[config.mk]
export PLATFORM = sky130hd
export DESIGN_NAME = prexec_result_buf
export DESIGN_NICKNAME = d
export VERILOG_FILES = /design/src/rtl/prb_pkg.sv /design/src/rtl/prb_splitter.sv /design/src/rtl/prb_store.sv /design/src/rtl/prexec_result_buf.sv
export SDC_FILE = /design/constraint.sdc
export NUM_CORES = 2
export LEC_CHECK = 0
export CAP_MARGIN = 25
export CELL_PAD_IN_SITES_DETAIL_PLACEMENT = 1
export CELL_PAD_IN_SITES_GLOBAL_PLACEMENT = 1
export CORE_MARGIN = 2
export CORE_UTILIZATION = 40
export DETAILED_ROUTE_END_ITERATION = 10
export PLACE_DENSITY = 0.72
export SYNTH_ARGS = -nofsm -noshare
export SYNTH_HDL_FRONTEND = slang
export SYNTH_SLANG_ARGS = --single-unit
[constraint.sdc]
create_clock -name clk -period 50.7 [get_ports clk]
set_input_delay 5.07 -clock clk [delete_from_list [all_inputs] [get_ports clk]]
set_output_delay 5.07 -clock clk [all_outputs]
set_load 0.05 [all_outputs]
[src/rtl/prb_pkg.sv]
package prb_pkg;
  localparam int DATA_W = 32;
  localparam logic [DATA_W-1:0] MIX_K = 32'h3C6E_F372;

  // placeholder for the real back-end computation
  function automatic logic [DATA_W-1:0] prb_result(input logic [DATA_W-1:0] d,
                                                   input logic [DATA_W-1:0] line);
    return (d ^ line) + MIX_K;
  endfunction
endpackage

[src/rtl/prb_splitter.sv]
module prb_splitter #(
  parameter int ADDR_W = 32,
  parameter int OFF_W  = 6,
  parameter int SZ_W   = 16,
  parameter int ID_W   = 4,
  parameter int TH_W   = 3,
  parameter int TX_W   = 8,
  localparam int LINE_W = ADDR_W - OFF_W
) (
  input  logic                     clk,
  input  logic                     rst_n,
  input  logic                     req_take,
  input  logic [1:0]               req_kind,
  input  logic [ID_W-1:0]          req_id,
  input  logic [TH_W-1:0]          req_thread,
  input  logic [TX_W-1:0]          req_txn,
  input  logic [ADDR_W-1:0]        req_addr,
  input  logic [SZ_W-1:0]          req_size,
  input  logic [prb_pkg::DATA_W-1:0] req_data,
  output logic                     busy,
  output logic                     alloc_valid,
  output logic [LINE_W-1:0]        alloc_line,
  output logic                     alloc_pending,
  output logic [ID_W-1:0]          alloc_id,
  output logic [TH_W-1:0]          alloc_thread,
  output logic [TX_W-1:0]          alloc_txn,
  output logic [prb_pkg::DATA_W-1:0] alloc_data
);
  logic              busy_q, busy_d;
  logic [LINE_W-1:0] cur_q, cur_d, rem_q, rem_d;
  logic              pend_q, pend_d;
  logic [ID_W-1:0]   id_q, id_d;
  logic [TH_W-1:0]   th_q, th_d;
  logic [TX_W-1:0]   tx_q, tx_d;
  logic [prb_pkg::DATA_W-1:0] dat_q, dat_d;
  logic [ADDR_W-1:0] end_addr;
  logic              start;
  logic              unused_low;

  assign end_addr   = req_addr + ADDR_W'(req_size) - ADDR_W'(1);
  assign unused_low = ^end_addr[OFF_W-1:0];
  assign start      = req_take && req_kind[0] && (req_size != '0);

  always_comb begin
    busy_d = busy_q;
    cur_d  = cur_q;
    rem_d  = rem_q;
    pend_d = pend_q;
    id_d   = id_q;
    th_d   = th_q;
    tx_d   = tx_q;
    dat_d  = dat_q;
    if (busy_q) begin
      cur_d = cur_q + LINE_W'(1);
      rem_d = rem_q - LINE_W'(1);
      if (rem_q == LINE_W'(1)) busy_d = 1'b0;
    end else if (start) begin
      busy_d = 1'b1;
      cur_d  = req_addr[ADDR_W-1:OFF_W];
      rem_d  = end_addr[ADDR_W-1:OFF_W] - req_addr[ADDR_W-1:OFF_W] + LINE_W'(1);
      pend_d = ~req_kind[1];
      id_d   = req_id;
      th_d   = req_thread;
      tx_d   = req_txn;
      dat_d  = req_data;
    end
  end

  always_ff @(posedge clk or negedge rst_n) begin
    if (!rst_n) begin
      busy_q <= 1'b0;
      cur_q  <= '0;
      rem_q  <= '0;
      pend_q <= 1'b0;
      id_q   <= '0;
      th_q   <= '0;
      tx_q   <= '0;
      dat_q  <= '0;
    end else begin
      busy_q <= busy_d;
      cur_q  <= cur_d;
      rem_q  <= rem_d;
      pend_q <= pend_d;
      id_q   <= id_d;
      th_q   <= th_d;
      tx_q   <= tx_d;
      dat_q  <= dat_d;
    end
  end

  assign busy          = busy_q;
  assign alloc_valid   = busy_q;
  assign alloc_line    = cur_q;
  assign alloc_pending = pend_q;
  assign alloc_id      = id_q;
  assign alloc_thread  = th_q;
  assign alloc_txn     = tx_q;
  assign alloc_data    = dat_q;
endmodule

[src/rtl/prb_store.sv]
module prb_store #(
  parameter int ENTRIES   = 8,
  parameter int LINE_W    = 26,
  parameter int ID_W      = 4,
  parameter int TH_W      = 3,
  parameter int TX_W      = 8,
  parameter int TMO_W     = 16,
  parameter logic [TMO_W-1:0] TMO_LIMIT = 16'd2000,
  localparam int IDX_W    = $clog2(ENTRIES),
  localparam int DW       = prb_pkg::DATA_W
) (
  input  logic               clk,
  input  logic               rst_n,
  input  logic               alloc_valid,
  input  logic [LINE_W-1:0]  alloc_line,
  input  logic               alloc_pending,
  input  logic [ID_W-1:0]    alloc_id,
  input  logic [TH_W-1:0]    alloc_thread,
  input  logic [TX_W-1:0]    alloc_txn,
  input  logic [DW-1:0]      alloc_data,
  input  logic               fill_valid,
  input  logic [ID_W-1:0]    fill_id,
  input  logic [TH_W-1:0]    fill_thread,
  input  logic [TX_W-1:0]    fill_txn,
  input  logic [DW-1:0]      fill_data,
  input  logic               lk_valid,
  input  logic [LINE_W-1:0]  lk_line,
  input  logic [DW-1:0]      lk_data,
  output logic [ENTRIES-1:0] lk_match,
  output logic               lk_hit,
  output logic [DW-1:0]      lk_result
);
  logic [ENTRIES-1:0] val_q, val_d, pnd_q, pnd_d;
  logic [LINE_W-1:0]  lin_q [ENTRIES];
  logic [LINE_W-1:0]  lin_d [ENTRIES];
  logic [ID_W-1:0]    id_q  [ENTRIES];
  logic [ID_W-1:0]    id_d  [ENTRIES];
  logic [TH_W-1:0]    th_q  [ENTRIES];
  logic [TH_W-1:0]    th_d  [ENTRIES];
  logic [TX_W-1:0]    tx_q  [ENTRIES];
  logic [TX_W-1:0]    tx_d  [ENTRIES];
  logic [DW-1:0]      dat_q [ENTRIES];
  logic [DW-1:0]      dat_d [ENTRIES];
  logic [DW-1:0]      res_q [ENTRIES];
  logic [DW-1:0]      res_d [ENTRIES];
  logic [TMO_W-1:0]   tmr_q [ENTRIES];
  logic [TMO_W-1:0]   tmr_d [ENTRIES];

  logic [IDX_W-1:0] victim, dup_idx, free_idx, old_idx;
  logic             dup_found, free_found;
  logic [TMO_W-1:0] old_t;
  logic [ENTRIES-1:0] hit_vec;

  // replacement choice: same line, then free slot, then oldest timer
  always_comb begin
    dup_found  = 1'b0;
    free_found = 1'b0;
    dup_idx    = '0;
    free_idx   = '0;
    old_idx    = '0;
    old_t      = tmr_q[0];
    for (int i = 0; i < ENTRIES; i++) begin
      if (val_q[i] && lin_q[i] == alloc_line && !dup_found) begin
        dup_found = 1'b1;
        dup_idx   = IDX_W'(i);
      end
      if (!val_q[i] && !free_found) begin
        free_found = 1'b1;
        free_idx   = IDX_W'(i);
      end
      if (tmr_q[i] > old_t) begin
        old_t   = tmr_q[i];
        old_idx = IDX_W'(i);
      end
    end
    victim = dup_found ? dup_idx : (free_found ? free_idx : old_idx);
  end

  // lookup by line
  always_comb begin
    lk_result = '0;
    for (int i = 0; i < ENTRIES; i++) begin
      lk_match[i] = val_q[i] && (lin_q[i] == lk_line);
      hit_vec[i]  = lk_match[i] && !pnd_q[i] && (dat_q[i] == lk_data);
      if (hit_vec[i]) lk_result = lk_result | res_q[i];
    end
    lk_hit = lk_valid && (|hit_vec);
    if (!lk_valid) lk_result = '0;
  end

  always_comb begin
    for (int i = 0; i < ENTRIES; i++) begin
      val_d[i] = val_q[i];
      pnd_d[i] = pnd_q[i];
      lin_d[i] = lin_q[i];
      id_d[i]  = id_q[i];
      th_d[i]  = th_q[i];
      tx_d[i]  = tx_q[i];
      dat_d[i] = dat_q[i];
      res_d[i] = res_q[i];
      tmr_d[i] = tmr_q[i];
      if (val_q[i]) begin
        if (tmr_q[i] == TMO_LIMIT) val_d[i] = 1'b0;
        else tmr_d[i] = tmr_q[i] + TMO_W'(1);
      end
      if (lk_valid && lk_match[i]) val_d[i] = 1'b0;
      if (fill_valid && val_q[i] && pnd_q[i] && id_q[i] == fill_id &&
          th_q[i] == fill_thread && tx_q[i] == fill_txn) begin
        pnd_d[i] = 1'b0;
        dat_d[i] = fill_data;
        res_d[i] = prb_pkg::prb_result(fill_data, DW'(lin_q[i]));
      end
      if (alloc_valid && victim == IDX_W'(i)) begin
        val_d[i] = 1'b1;
        pnd_d[i] = alloc_pending;
        lin_d[i] = alloc_line;
        id_d[i]  = alloc_id;
        th_d[i]  = alloc_thread;
        tx_d[i]  = alloc_txn;
        dat_d[i] = alloc_data;
        res_d[i] = prb_pkg::prb_result(alloc_data, DW'(alloc_line));
        tmr_d[i] = '0;
      end
    end
  end

  always_ff @(posedge clk or negedge rst_n) begin
    if (!rst_n) begin
      val_q <= '0;
      pnd_q <= '0;
      for (int i = 0; i < ENTRIES; i++) begin
        lin_q[i] <= '0;
        id_q[i]  <= '0;
        th_q[i]  <= '0;
        tx_q[i]  <= '0;
        dat_q[i] <= '0;
        res_q[i] <= '0;
        tmr_q[i] <= '0;
      end
    end else begin
      val_q <= val_d;
      pnd_q <= pnd_d;
      for (int i = 0; i < ENTRIES; i++) begin
        lin_q[i] <= lin_d[i];
        id_q[i]  <= id_d[i];
        th_q[i]  <= th_d[i];
        tx_q[i]  <= tx_d[i];
        dat_q[i] <= dat_d[i];
        res_q[i] <= res_d[i];
        tmr_q[i] <= tmr_d[i];
      end
    end
  end
endmodule

[src/rtl/prexec_result_buf.sv]
module prexec_result_buf #(
  parameter int ADDR_W     = 32,
  parameter int LINE_BYTES = 64,
  parameter int ENTRIES    = 8,
  parameter int SZ_W       = 16,
  parameter int ID_W       = 4,
  parameter int TH_W       = 3,
  parameter int TX_W       = 8,
  parameter int TMO_W      = 16,
  parameter logic [TMO_W-1:0] TMO_LIMIT = 16'd2000,
  localparam int OFF_W     = $clog2(LINE_BYTES),
  localparam int LINE_W    = ADDR_W - OFF_W,
  localparam int DW        = prb_pkg::DATA_W
) (
  input  logic              clk,
  input  logic              rst_n,
  input  logic              pre_valid,
  output logic              pre_ready,
  input  logic [1:0]        pre_kind,
  input  logic [ID_W-1:0]   pre_id,
  input  logic [TH_W-1:0]   pre_thread,
  input  logic [TX_W-1:0]   pre_txn,
  input  logic [ADDR_W-1:0] pre_addr,
  input  logic [SZ_W-1:0]   pre_size,
  input  logic [DW-1:0]     pre_data,
  input  logic              wr_valid,
  input  logic [ADDR_W-1:0] wr_addr,
  input  logic [DW-1:0]     wr_data,
  output logic              rsp_valid,
  output logic              rsp_hit,
  output logic [DW-1:0]     rsp_result,
  output logic              rsp_fallback
);
  logic [1:0] rst_sync_q;
  logic       rst_sync_n;

  always_ff @(posedge clk or negedge rst_n) begin
    if (!rst_n) rst_sync_q <= 2'b00;
    else        rst_sync_q <= {rst_sync_q[0], 1'b1};
  end
  assign rst_sync_n = rst_sync_q[1];

  logic              busy, take, fill_valid;
  logic              a_valid, a_pend;
  logic [LINE_W-1:0] a_line;
  logic [ID_W-1:0]   a_id;
  logic [TH_W-1:0]   a_th;
  logic [TX_W-1:0]   a_tx;
  logic [DW-1:0]     a_data;
  logic [ENTRIES-1:0] lk_match;
  logic              lk_hit;
  logic [DW-1:0]     lk_result;
  logic              unused_wr_low;

  assign pre_ready     = ~busy;
  assign take          = pre_valid && pre_ready;
  assign fill_valid    = take && (pre_kind == 2'b10);
  assign unused_wr_low = ^wr_addr[OFF_W-1:0];

  prb_splitter #(
    .ADDR_W(ADDR_W), .OFF_W(OFF_W), .SZ_W(SZ_W),
    .ID_W(ID_W), .TH_W(TH_W), .TX_W(TX_W)
  ) u_split (
    .clk(clk), .rst_n(rst_sync_n),
    .req_take(take), .req_kind(pre_kind), .req_id(pre_id),
    .req_thread(pre_thread), .req_txn(pre_txn), .req_addr(pre_addr),
    .req_size(pre_size), .req_data(pre_data),
    .busy(busy), .alloc_valid(a_valid), .alloc_line(a_line),
    .alloc_pending(a_pend), .alloc_id(a_id), .alloc_thread(a_th),
    .alloc_txn(a_tx), .alloc_data(a_data)
  );

  prb_store #(
    .ENTRIES(ENTRIES), .LINE_W(LINE_W), .ID_W(ID_W), .TH_W(TH_W),
    .TX_W(TX_W), .TMO_W(TMO_W), .TMO_LIMIT(TMO_LIMIT)
  ) u_store (
    .clk(clk), .rst_n(rst_sync_n),
    .alloc_valid(a_valid), .alloc_line(a_line), .alloc_pending(a_pend),
    .alloc_id(a_id), .alloc_thread(a_th), .alloc_txn(a_tx),
    .alloc_data(a_data),
    .fill_valid(fill_valid), .fill_id(pre_id), .fill_thread(pre_thread),
    .fill_txn(pre_txn), .fill_data(pre_data),
    .lk_valid(wr_valid), .lk_line(wr_addr[ADDR_W-1:OFF_W]), .lk_data(wr_data),
    .lk_match(lk_match), .lk_hit(lk_hit), .lk_result(lk_result)
  );

  // two-stage response pipeline
  logic          s1_valid, s1_hit;
  logic [DW-1:0] s1_result;

  always_ff @(posedge clk or negedge rst_sync_n) begin
    if (!rst_sync_n) begin
      s1_valid     <= 1'b0;
      s1_hit       <= 1'b0;
      s1_result    <= '0;
      rsp_valid    <= 1'b0;
      rsp_hit      <= 1'b0;
      rsp_result   <= '0;
      rsp_fallback <= 1'b0;
    end else begin
      s1_valid     <= wr_valid;
      s1_hit       <= lk_hit;
      s1_result    <= lk_result;
      rsp_valid    <= s1_valid;
      rsp_hit      <= s1_valid && s1_hit;
      rsp_result   <= s1_valid ? s1_result : '0;
      rsp_fallback <= s1_valid && !s1_hit;
    end
  end
endmodule

Word level (Yosys, flattened, before mapping)

Cells that the tools add are included.

Register bits: 1156
Bits in latches: 0
Memory bits (writable): 0
Bits in read-only memories: 0
Bits of input ports: 165
Memories kept: 0

$add $sub $neg: 23
$mul: 0
Divide/modulo/power cells: 0
Magnitude comparators: 7
Equality and inequality tests: 73
Shift-type cells: 0
Mux-type cells: 166
Bitwise operators: 18
Reduce and logical (&&, ||, !) cells: 167

Operators with widths:

| operator                 | count |
|---|---|
| $mux W32                 | 42 |
| $mux W16                 | 30 |
| $eq A26 B26 Y1           | 16 |
| $add A32 B30 Y32 const B | 9 |
| $xor A32 B26 Y32         | 9 |
| $eq A32 B32 Y1           | 8 |
| $or A32 B32 Y32          | 7 |
| $add A16 B1 Y16 const B  | 8 |
| $eq A16 B11 Y1 const B   | 8 |
| $gt A16 B16 Y1           | 7 |
| $logic_and A1 B1 Y1      | 109 |
| $mux W26                 | 4 |
| $mux W1                  | 70 |
| $eq A8 B8 Y1             | 8 |
| $mux W3                  | 18 |
| $add A26 B1 Y26 const B  | 2 |
| $reduce_bool A2 Y1       | 17 |
| $add A32 B16 Y32         | 1 |
| $eq A4 B4 Y1             | 8 |
| $sub A32 B1 Y32 const B  | 1 |
| $logic_not A1 Y1         | 29 |
| $eq A26 B1 Y1 const B    | 1 |
| $sub A26 B1 Y26 const B  | 1 |
| $sub A26 B26 Y26         | 1 |
| 12 further kinds         | 40 |

Depth between registers and ports, before layout

Word-level depth: 29
Gate-level depth with buffers: 88
Depth with buffers taken out: 76

By module

From an unflattened synthesis, not the netlist that was laid out.

Cell total of the unflattened synthesis: 7919
Area, all modules: 76066.7 µm²

By module, submodules not included:

| module            | instances | cells each | area an instance (µm²) |
|---|---|---|---|
| prb_store         | 1         | 6810       | 65917.0 |
| prb_splitter      | 1         | 997        | 8121.5 |
| prexec_result_buf | 1         | 112        | 2028.2 |

Worst setup path after synthesis

Ideal clock, no wire load.

Path type: reg2reg
Start point: register u_store.tmr_q[111] (netlist name)
End point: register u_store.id_q[14] (netlist name)
Setup time: 125 ps
Data arrival time: 17805 ps
Data required time: 50575 ps
Slack: 32770 ps
Stages on the path, launching flop included: 84
Clock period less this slack: 17930 ps
Cells stage by stage: dfrtp_1 > ha_1 > nand4_1 > or3_1 > a21o_1 > a31oi_1 > clkbuf_1 > clkbuf_1 > a21oi_1 > ha_1 > nor2b_1 > o311ai_1 > a311o_1 > nand3b_1 > a32oi_1 > clkbuf_1 > buf_1 > nor2_1 > [... 48 more ...] > clkbuf_1 > mux2_2 > ha_1 > a21o_1 > a21oi_1 > nor2b_1 > o21ai_0 > nand2b_1 > a2111oi_0 > a21boi_0 > o31a_1 > or4_1 > a41o_1 > o21ai_1 > and2_1 > buf_2 > buf_2 > mux2_2

Longest elaborated chain between the ends: 18
Elaborated cells between the ends (all ways): 24

RTL lines:

| item                              | line             | source |
|---|---|---|
| from (decl)                       | prb_store.sv:46  | `logic [TMO_W-1:0] tmr_q [ENTRIES];` |
| from (signal, indexed assignment) | prb_store.sv:150 | `tmr_q[i] <= tmr_d[i];` |
| $gt A16 B16 Y1                    | prb_store.sv:71  | `if (tmr_q[i] > old_t) begin` |
| $mux W16                          | prb_store.sv:71  |  |
| $gt A16 B16 Y1                    | prb_store.sv:71  |  |
| $mux W16                          | prb_store.sv:71  |  |
| $gt A16 B16 Y1                    | prb_store.sv:71  |  |
| $mux W16                          | prb_store.sv:71  |  |
| $gt A16 B16 Y1                    | prb_store.sv:71  |  |
| $mux W16                          | prb_store.sv:71  |  |
| $gt A16 B16 Y1                    | prb_store.sv:71  |  |
| $mux W16                          | prb_store.sv:71  |  |
| $gt A16 B16 Y1                    | prb_store.sv:71  |  |
| $mux W16                          | prb_store.sv:71  |  |
| $gt A16 B16 Y1                    | prb_store.sv:71  |  |
| $mux W3 (*)                       | prb_store.sv:71  |  |
| $mux W3 (*) (2 in a row)          | prb_store.sv:76  | `victim = dup_found ? dup_idx : (free_found ? free_idx : old_idx);` |
| $eq A3 B3 Y1 (*)                  | prb_store.sv:113 | `if (alloc_valid && victim == IDX_W'(i)) begin` |
| $logic_and A1 B1 Y1 (*)           | prb_store.sv:113 |  |
| to (signal, indexed assignment)   | prb_store.sv:145 | `id_q[i] <= id_d[i];` |
| to (decl)                         | prb_store.sv:36  | `logic [ID_W-1:0] id_q [ENTRIES];` |

Mark *: on every way between the ends. The rest lies on a longest branch, timed or not.
A chain may end at the register's enable or synchronous reset.

Worst setup path in the final report

Start point: register u_store.tmr_q[123] (netlist name)
End point: register u_store.id_q[26] (netlist name)

Longest elaborated chain between the ends: 18
Elaborated cells between the ends (all ways): 24

RTL lines:

| item                     | line |
|---|---|
| $gt A16 B16 Y1           | prb_store.sv:71 |
| $mux W16                 | prb_store.sv:71 |
| $gt A16 B16 Y1           | prb_store.sv:71 |
| $mux W16                 | prb_store.sv:71 |
| $gt A16 B16 Y1           | prb_store.sv:71 |
| $mux W16                 | prb_store.sv:71 |
| $gt A16 B16 Y1           | prb_store.sv:71 |
| $mux W16                 | prb_store.sv:71 |
| $gt A16 B16 Y1           | prb_store.sv:71 |
| $mux W16                 | prb_store.sv:71 |
| $gt A16 B16 Y1           | prb_store.sv:71 |
| $mux W16                 | prb_store.sv:71 |
| $gt A16 B16 Y1           | prb_store.sv:71 |
| $mux W3 (*)              | prb_store.sv:71 |
| $mux W3 (*) (2 in a row) | prb_store.sv:76 |
| $eq A3 B1 Y1 (*)         | prb_store.sv:113 |
| $logic_and A1 B1 Y1 (*)  | prb_store.sv:113 |

Marks and branches as above.

==> qor.yml <==
status:
  status: "finished clean"
placed_design:
  port-buffer-count: 194
  dp_slack_ps: 28980
  hpwlAfterDp_um: 244000
  place_congestion: 1.02
  dpl_cell_area_mm2: 0.0788
synth:
  synthFlopType: "dfrtp_1"
  ys_warn_count: 0
  synth_area_per_cell_um2: 9.62
  syn_inst: 7708
  synth_area_mm2: 0.0742
  async_flop_share: 1.00
  yosysMostFrequentCell: "dfrtp_1"
  synth_area_leaders: "dfrtp_1 39%, xnor2_1 9.4%, xor2_1 7.3%"
  ys_types: 89
  synth-edff-count: 0
  yosys-top-cells-count: "1156 x dfrtp_1, 792 x xnor2_1, 619 x xor2_1"
  yosysTopAreaCellShare: 0.390
  syn_nets: 8103
  ys_seq_area_frac: 0.390
  synth_area_leader_cell: "dfrtp_1"
  ys_seq_elements: 1156
grt:
  grt_pass1_vias: 67400
  grt_max_degree: 159
  overflow: 0
  grt_pass1_wl_um: 497000
  grt_antenna_before_repair: 17
  grt_usage: 0.366
finish:
  final_core_utilization: 0.455
  drive_gt1_frac: 0.119
  layout.nets: 8102
  fillerInstances: 20600
  syn2layout_area_growth_pct: 13.5
  postLayoutCellArea_mm2: 0.0842
clock_tree:
  cts-htree-levels: 4
  holdBufCountCts: 0
  cts_buffer_depth: 3
  clock_sink_count: 1156
  cts_tree: "yes"
  cts-resized-gates: 0
  cts_setup_buffers: 0
  clk_pin_slew_worst_paths_ps: 60
  numCtsBuffers: 144
  clock_latency_ps: 840
  cts_root_buffer: "clkbuf_16"
sta:
  min_period_ps: 22080
  setup_ws_ps: 28620
  setup-violations-final: 0
  setup_tns_ps: 0
  finClkSkew_ps: 36.1
  worst_pin_slew_ps: 1180
  slew_violations: 0
  finalCritPeriodShare: 0.435
  slew_headroom: 0.216
  clock.fmax_mhz: 45.3
  rsz0062_at_grt: "false"
  hold_viol: 0
floorplan:
  dieHeight_um: 435
  coreArea_mm2: 0.185
  io_pins: 201
  fp-row-count: 158
  start_util: 0.401
  dieArea_mm2: 0.189
  die_x_um: 435
critical_path:
  path_class: "reg -> reg"
  path_common_cell: "a21o_1"
  required_ps: 51390
  start_kind: "flop"
  path_max_fanout: 61
  max_stage_delay_ps: 880
  worstPathArrival_ps: 22770
  worstPathBufferInverterCount: 8
  crit_family: "compound AO/OA/AOI/OAI gates"
  cp-end-kind: "flop"
  cp_slowest_cell: "buf_4"
route:
  routed-via-count: 66400
  drt-total-wl_um: 350000
  drtPass1Iterations: 6
  viasPerCell: 6.44
  drtAntennaViolNets: 0
  drc: 0
  wl_per_cell_um: 33.9
  first_iter_violations: 7796
worst_hold_path:
  hold_path.class: "reg -> reg"
flow_run:
  drv_cap: 0
==> through the flow <==
step | hold WS [ps] | cells
finish | 327 | 10300
global placement | 340 | 10000
detailed placement | 346 | 10000
CTS | 334 | 10300
floorplan | 331 | 7708
global route | 349 | 10300
==> worst paths after layout <==
| kind | from | end | slack [ps] | cells past startpoint |
|---|---|---|---|---|
| worst min register to register | rst_sync_q[0]$_DFF_PN0_ | rst_sync_q[1]$_DFF_PN0_ | 330 | 0 |
| worst min-delay path | rst_sync_q[0]$_DFF_PN0_ | rst_sync_q[1]$_DFF_PN0_ | 330 | 0 |
| min in group asynchronous | rst_sync_q[1]$_DFF_PN0_ | u_store.tx_q[52]$_DFFE_PN0P_ | 420 | 0 |
| max in group asynchronous | rst_n | rst_sync_q[0]$_DFF_PN0_ | 46150 | 1 |
| worst max register to register | u_store.tmr_q[123]$_DFFE_PN0P_ | u_store.id_q[26]$_DFFE_PN0P_ | 28620 | 79 |
| worst max-delay path | u_store.tmr_q[123]$_DFFE_PN0P_ | u_store.id_q[26]$_DFFE_PN0P_ | 28620 | 79 |
==> registers in the layout, summed over array words and instances, names as in the netlist, 2 cells and up <==
signal                count
u_store.lin_q           208
u_store.pnd_q             8
u_split.alloc_txn         8
u_store.dat_q           256
u_store.tx_q             64
u_store.res_q           256
rst_sync_q                2
s1_result                32
u_store.tmr_q           128
u_split.alloc_line       26
u_store.th_q             24
u_split.rem_q            26
u_store.val_q             8
u_store.id_q             32
u_split.alloc_thread      3
u_split.alloc_data       32
u_split.alloc_id          4
rsp_result               32
==> layer usage <==
| layer | GRT usage | vias up | wire length, µm |
|---|---|---|---|
| li1 | - | 27300 | - |
| met1 | 0.477 | 34100 | 140000 |
| met2 | 0.537 | 3904 | 148000 |
| met3 | 0.106 | 1048 | 38400 |
| met4 | 0.216 | 24 | 23600 |
| met5 | 0 | - | 151 |
==> worst reg2reg max path, delay by kind of cell (launching register included) <==
kind	cells	cell delay (ps)
fa+ha+maj	7	2070
mux	5	2240
buf+inv	8	2380
flops	1	440
compound gates	39	9560
simple gates	20	5300
==> cells by family (layout without fill, tap and decap cells) <==
group | Yosys count | after routing | synth area share
flip-flops | 1156 | 1156 | 0.390
adder cells (fa/ha/maj) | 230 | 230 | 0.0389
other | 1 | 12 | 0.0000506
buffers and inverters | 881 | 996 | 0.0469
multiplexers | 425 | 425 | 0.0639
AO/OA/AOI/OAI | 1366 | 1366 | 0.143
XOR/XNOR | 1412 | 1412 | 0.167
AND/OR/NAND/NOR | 2237 | 2237 | 0.151
==> layout by cell type, fill, tap and decap left out, drive strengths merged, types with 23 or more instances in the layout <==
master and instances:
a211oi 27, a21o 58, a21oi 226, a221o 358, a221oi 43, a22o 33
a22oi 71, a31oi 57, a32oi 26, and2 244, and3 55, and4 23
buf 217, clkbuf 194, clkdlybuf4s50 191, clkinv 30, dfrtp 1156, ha 229
inv 336, mux2 388, mux2i 37, nand2 581, nand2b 30, nand3 119
nand4 212, nor2 515, nor2b 27, nor3 161, nor4 143, o21a 32
o21ai 175, o221ai 67, or3 29, xnor2 792, xor2 619
==> final cells by class <==
type,instances,area [µm²],share of cell area
timing repair buffer,409,3760,0.0446
clock buffer,193,4090,0.0486
tap,2480,3100,0.0369
multi-input combinational,5671,42100,0.500
clock inverter,69,971,0.0115
sequential,1156,28900,0.344
antenna,11,27.5,0.000327
inverter,325,1220,0.0145
Power is not shown: default switching activity piles up to over one toggle a cycle in this logic, so the estimate is an artifact.
